`config.mk`:
```
export PLATFORM = sky130hd
export DESIGN_NAME = cycle_tally
export DESIGN_NICKNAME = d
export VERILOG_FILES = /design/src/rtl/cyc_pkg.sv /design/src/rtl/dsg_accum.sv /design/src/rtl/sat_ctr.sv /design/src/rtl/cycle_tally.sv
export SDC_FILE = /design/constraint.sdc
export NUM_CORES = 1
export LEC_CHECK = 0
export ABC_AREA = 0
export ABC_CLOCK_PERIOD_IN_PS = 9500
export CORE_AREA = 2 2 101 103
export CTS_BUF_LIST = sky130_fd_sc_hd__clkbuf_8
export CTS_CLUSTER_SIZE = 12
export DETAILED_ROUTE_END_ITERATION = 6
export DIE_AREA = 0 0 103 105
export DONT_BUFFER_PORTS = 1
export PLACE_DENSITY = 0.75
export SLEW_MARGIN = 20
export SYNTH_ARGS = -nofsm -noshare
export SYNTH_HDL_FRONTEND = slang
export SYNTH_SLANG_ARGS = --single-unit
```
`constraint.sdc`:
```
create_clock -name clk -period 9.5 [get_ports clk]
set_clock_uncertainty 0.15 [all_clocks]
set_input_delay 1.425 -clock clk [delete_from_list [all_inputs] [get_ports clk]]
set_output_delay 1.425 -clock clk [all_outputs]
set_load 0.02 [all_outputs]
```
`src/rtl/cyc_pkg.sv`:
```
package cyc_pkg;
    localparam int CNT_W    = 16;
    localparam int BYTE_W   = 8;
    localparam int CAP_SHFT = 8;

    typedef logic [CNT_W-1:0] cnt_t;

    typedef struct packed {
        logic stale;
    } flag_st_t;
endpackage

```
`src/rtl/dsg_accum.sv`:
```
module dsg_accum #(
    parameter int INC_W    = 16,
    parameter int CAP_W    = 16,
    parameter int CAP_SHFT = 8
) (
    input  logic             clk,
    input  logic             rst_n,
    input  logic             clr,
    input  logic             inc_vld,
    input  logic [INC_W-1:0] inc_amt,
    input  logic [CAP_W-1:0] cap_unit,
    output logic             credit
);
    localparam int CAPF_W = CAP_W + CAP_SHFT;
    localparam int ACC_W  = ((CAPF_W > INC_W) ? CAPF_W : INC_W) + 2;
    localparam logic [ACC_W:0] ACC_MAX = {1'b0, {ACC_W{1'b1}}};

    typedef struct packed {
        logic [ACC_W-1:0] acc;
    } acc_st_t;

    acc_st_t          st_d, st_q;
    logic [ACC_W:0]   sum_wide;
    logic [ACC_W-1:0] sum;
    logic [ACC_W-1:0] cap_full;
    logic             cap_zero;

    always_comb begin
        cap_full = ACC_W'({cap_unit, {CAP_SHFT{1'b0}}});
        cap_zero = (cap_unit == '0);
        sum_wide = {1'b0, st_q.acc}
                 + ((ACC_W+1)'(inc_vld ? inc_amt : '0));
        // clamp instead of wrapping when input outpaces credits
        sum      = (sum_wide > ACC_MAX) ? ACC_MAX[ACC_W-1:0] : sum_wide[ACC_W-1:0];
        credit   = !cap_zero && (sum >= cap_full);
        st_d     = st_q;
        if (clr) begin
            st_d.acc = '0;
        end else if (credit) begin
            st_d.acc = sum - cap_full;
        end else begin
            st_d.acc = sum;
        end
    end

    always_ff @(posedge clk or negedge rst_n) begin
        if (!rst_n) begin
            st_q <= '0;
        end else begin
            st_q <= st_d;
        end
    end

    // a zero capacity never credits
    a_r9_no_credit_zero_cap: assert property (@(posedge clk) disable iff (!rst_n)
        (cap_unit == '0) |-> !credit);

    // with no input and no credit the remainder is held
    a_r2_hold_remainder: assert property (@(posedge clk) disable iff (!rst_n)
        (!clr && !inc_vld && !credit) |=> $stable(st_q.acc));

    // clear empties the accumulator
    a_r7_acc_clear: assert property (@(posedge clk) disable iff (!rst_n)
        clr |=> (st_q.acc == '0));
endmodule

```
`src/rtl/sat_ctr.sv`:
```
module sat_ctr #(
    parameter int W = 16
) (
    input  logic         clk,
    input  logic         rst_n,
    input  logic         clr,
    input  logic         step,
    output logic [W-1:0] q
);
    localparam logic [W-1:0] TOP = {W{1'b1}};

    typedef struct packed {
        logic [W-1:0] val;
    } ctr_st_t;

    ctr_st_t st_d, st_q;

    always_comb begin
        st_d = st_q;
        if (clr) begin
            st_d.val = '0;
        end else if (step && (st_q.val != TOP)) begin
            st_d.val = st_q.val + 1'b1;
        end
    end

    always_ff @(posedge clk or negedge rst_n) begin
        if (!rst_n) begin
            st_q <= '0;
        end else begin
            st_q <= st_d;
        end
    end

    assign q = st_q.val;

    // a count at the top stays there
    a_r8_saturate: assert property (@(posedge clk) disable iff (!rst_n)
        (!clr && (q == TOP)) |=> (q == TOP));

    // never more than one step per clock
    a_r3_single_step: assert property (@(posedge clk) disable iff (!rst_n)
        !clr |=> ((q == $past(q)) || (q == $past(q) + 1'b1)));
endmodule

```
`src/rtl/cycle_tally.sv`:
```
module cycle_tally
    import cyc_pkg::*;
#(
    parameter int INC_W    = 16,
    parameter int CAP_W    = 16,
    parameter int CI_LIMIT = 32
) (
    input  logic              clk,
    input  logic              rst_n,
    input  logic              full_rst,
    input  logic              learn_done,
    input  logic              dsg_vld,
    input  logic [INC_W-1:0]  dsg_amt,
    input  logic [CAP_W-1:0]  cap_unit,
    output logic [BYTE_W-1:0] total_lo,
    output logic [BYTE_W-1:0] total_hi,
    output logic [BYTE_W-1:0] age_lo,
    output logic [BYTE_W-1:0] age_hi,
    output logic              cap_stale
);
    localparam cnt_t LIMIT     = cnt_t'(CI_LIMIT);
    localparam cnt_t LIMIT_M1  = cnt_t'(CI_LIMIT - 1);
    localparam cnt_t CNT_TOP   = {CNT_W{1'b1}};

    logic     credit;
    cnt_t     total_q;
    cnt_t     age_q;
    logic     age_clr;
    flag_st_t fl_d, fl_q;

    assign age_clr = full_rst || learn_done;

    dsg_accum #(
        .INC_W   (INC_W),
        .CAP_W   (CAP_W),
        .CAP_SHFT(CAP_SHFT)
    ) u_accum (
        .clk     (clk),
        .rst_n   (rst_n),
        .clr     (full_rst),
        .inc_vld (dsg_vld),
        .inc_amt (dsg_amt),
        .cap_unit(cap_unit),
        .credit  (credit)
    );

    sat_ctr #(.W(CNT_W)) u_total (
        .clk  (clk),
        .rst_n(rst_n),
        .clr  (full_rst),
        .step (credit),
        .q    (total_q)
    );

    sat_ctr #(.W(CNT_W)) u_age (
        .clk  (clk),
        .rst_n(rst_n),
        .clr  (age_clr),
        .step (credit),
        .q    (age_q)
    );

    always_comb begin
        fl_d = fl_q;
        if (age_clr) begin
            fl_d.stale = 1'b0;
        end else if (credit && (age_q == LIMIT_M1)) begin
            fl_d.stale = 1'b1;
        end
    end

    always_ff @(posedge clk or negedge rst_n) begin
        if (!rst_n) begin
            fl_q <= '0;
        end else begin
            fl_q <= fl_d;
        end
    end

    assign total_lo  = total_q[BYTE_W-1:0];
    assign total_hi  = total_q[CNT_W-1:BYTE_W];
    assign age_lo    = age_q[BYTE_W-1:0];
    assign age_hi    = age_q[CNT_W-1:BYTE_W];
    assign cap_stale = fl_q.stale;

    // flag and age count agree on every clock
    a_r6_flag_matches_age: assert property (@(posedge clk) disable iff (!rst_n)
        fl_q.stale == (age_q >= LIMIT));

    // learning clears age and flag
    a_r5_learn_clears: assert property (@(posedge clk) disable iff (!rst_n)
        learn_done |=> ((age_q == '0) && !fl_q.stale));

    // full reset clears every count
    a_r7_full_clear: assert property (@(posedge clk) disable iff (!rst_n)
        full_rst |=> ((total_q == '0) && (age_q == '0) && !fl_q.stale));

    // age never rises without the lifetime count rising or sitting at the top
    a_r4_age_with_total: assert property (@(posedge clk) disable iff (!rst_n)
        !age_clr |=> ((age_q == $past(age_q)) || (total_q == $past(total_q) + 1'b1)
                      || (total_q == CNT_TOP)));
endmodule

```
==> results.yml <==
timing:
  timing.setup.tns_ns: 0
  hold_violations: 0
  period_share_pct: 71.67
  fmax_ghz: 0.1469
  slew_viol_final: 0
  period_needed_ns: 6.809
  worst-slew-pin-transition_ns: 0.9813
  rsz0062_at_grt: "no"
  max-slew-margin-rel_pct: 34.42
  finalSetupViolCount: 0
power_and_ir_drop:
  p_switching_w: 0.0005512
  cellInternalPower_w: 0.0007489
  power_frac_clock_pct: 22.1
  combPwrFrac_pct: 52.6
  switching_share_pct: 42.40
  cellPowerDensity_nw_per_um2: 243.2
  p_seq_share_pct: 25.3
  power.leakage_nw: 2.583
  peakVddDrop_v: 0.0001142
detailed_routing:
  route.detailed.drc: 0
  num_vias: 4536
  ant_nets: 0
  first_pass_iters: 5
  post_drt_wl_per_cell_um: 17.85
  wirelength_um: 12890
  viasPerCell: 6.283
  dr.first_iter.drc_count: 215
global_route:
  track_usage_pct: 24.56
  grt-ovfl-total: 0
  grt_pass1_wl_um: 21110
  antenna_found_initial: 0
  grt_pass1_vias: 4491
  grt_max_degree: 65
final_layout:
  diodes: 0
  layout.area.seq_um2: 1476
  fill_cells: 895
  fin_util_pct: 55.45
  area_delta_synth_final_pct: 6.163
  layout.nets: 657
  multi_input_area_um2: 3366
  final_layout_size_suffix_gt1_share_pct: 9.338
critical_path:
  cp_max_fo: 26
  path_class: "input port to flip-flop"
  crit_required_ns: 9.61
  cp.arrival_ns: 6.92
  start_kind: "input port"
  crit_path_end_kind: "flip-flop"
clock_tree:
  ctsResizeCount: 0
  clockRootBuffer: "clkbuf_8"
  clk_latency_ns: 0.35
  cts.sinks: 59
  post-cts-setup-buffers: 0
  holdBufCountCts: 0
  cts.path.max_buffers: 2
  cts_tree: "built"
  cts_buffers: 9
  h-tree-depth: 3
  path_clk_slew_ns: 0.07
die:
  io_pins: 70
  die_x_um: 103
  fp.dieArea_um2: 10820
  die_y_um: 105
  core-area_um2: 9639
  initial_utilization_pct: 52.23
  rows: 36
logic_synthesis:
  synth_seq_cells: 59
  synthArstFlopShare_pct: 100.0
  synthMuxAreaShare_pct: 5.915
  syn_area_per_cell_um2: 8.519
  synth.most_common_cell: "nor2_1"
  synth_top_family_by_area: "simple AND/OR/NAND/NOR gates"
  postSynthCellCount: 591
  ys_seq_area_share_pct: 29.32
  yosysWarningCount: 0
  yosysTopAreaCell: "dfrtp_1"
  syn_nets: 664
  synth_ff_type: "dfrtp_1"
  synthTopCellsByArea: "dfrtp_1, ha_1, nor2_1, mux2i_1, xnor2_1"
  synth-simple-area-share_pct: 24.83
  netlist.area_leader.share_pct: 29.32
  synth_area_um2: 5035
  synth_edf_count: 0
  synth_cell_types: 65
  synth_fa_ha_area_share_pct: 9.245
  synthXorXnorAreaFrac_pct: 6.088
  synth_commonest_cells: "nor2_1, dfrtp_1, nand2_1"
  synth_compound_area_share_pct: 20.78
job:
  cap_violations: 0
placed_design:
  port_buffers: 0
  place_hpwl_um: 9525
  gp_congestion: 0.9430
run_status:
  outcome: "finished clean"
worst_hold_path:
  min_path_type: "flip-flop to flip-flop"
[worst max-delay path, stage by stage]
cell and delay (ns):
and2_1 0.12, ha_1 0.17, inv_1 0.05, fa_1 0.40, nor2b_1 0.25, o221ai_1 0.24, a31o_2 0.32, a211oi_2 0.51
nand3_1 0.19, xor2_1 0.18, nand2_1 0.10, ha_1 0.45, nand2_1 0.10, a211oi_1 0.20, a21oi_1 0.14, a311oi_1 0.36
a211oi_1 0.12, o211a_1 0.30, a21boi_4 0.84, a41oi_1 0.22, nor3_1 0.24
[routing by layer]
layer | vias to the layer above | share of wire [%] | GRT usage, %
li1 | 2127 | - | -
met1 | 2152 | 41 | 30.22
met2 | 221 | 48 | 39.38
met3 | 36 | 8.0 | 6.957
met4 | 0 | 3.4 | 11.18
met5 | - | 0 | 0
[state kept, by name (all words and copies together) (netlist names)]
signal	flops
cap_stale	1
u_accum.st_q	26
u_age.q	16
u_total.q	16
[kinds of logic after synthesis]
logic type / Yosys count
compound gates: 141
xor+xnor: 35
fa+ha+maj: 36
buf+inv: 43
flops: 59
mux: 29
simple gates: 248
[worst paths after layout]
| kind | from | endpoint | slack (ns) | cells past startpoint |
|---|---|---|---|---|
| worst max-delay path | dsg_amt[0] | u_age.q[14] | 2.69 | 21 |
| worst min-delay path | u_age.q[4] | u_age.q[4] | 0.53 | 2 |
| worst max register to register | u_accum.st_q[0] | u_age.q[14] | 3.57 | 20 |
| worst min register to register | u_age.q[4] | u_age.q[4] | 0.53 | 2 |
| max in group asynchronous | rst_n | u_total.q[9] | 8.47 | 0 |
| min in group asynchronous | rst_n | u_accum.st_q[10] | 0.62 | 0 |
[final cells by class]
cell class | instances | share of cell area [%]
Clock buffer | 10 | 2.575
Clock inverter | 6 | 1.966
Inverter | 25 | 1.756
Multi-Input combinational cell | 489 | 62.97
Sequential cell | 59 | 27.62
Tap cell | 133 | 3.113
[cells in the final DEF (no fill, tap or decap), drive strengths merged, types with 4 or more instances in the layout]
cell type and count:
o21ai 13, nand3 24, or2 6, clkbuf 10, nor2 68, or3 9
dfrtp 59, nor3 10, a31o 12, mux2i 23, a21o 13, a31oi 4
and4 4, nand2 48, o211ai 6, nand2b 14, and3 13, ha 34
inv 27, o21a 5, nand4 11, mux2 6, and2 19, xor2 12
nor4 8, nor2b 8, a211oi 13, o21bai 4, xnor2 23, a21oi 43
[stage by stage]
stage	power [W]	hold WS [ns]	worst slack, ns	area, um2	cells
floorplan	0.0009023	0.4569	3.422	5035	591
global placement	0.0009813	0.5048	2.612	5102	706
detailed placement	0.001000	0.5118	2.493	5102	706
CTS	0.001293	0.5247	2.862	5345	722
global route	0.001393	0.5707	2.415	5345	722
finish	0.001300	0.5251	2.691	5345	722
[power groups by stage]
stage / combinational, W / sequential [W] / clock [W]
3_5_place_dp: 0.000667 / 0.000333 / 0
4_1_cts: 0.000673 / 0.000329 / 0.000292
5_1_grt: 0.000760 / 0.000333 / 0.000300
2_1_floorplan: 0.000578 / 0.000324 / 0
3_3_place_gp: 0.000649 / 0.000332 / 0
6_report: 0.000683 / 0.000330 / 0.000287
Power figures use the tool's default switching activity.
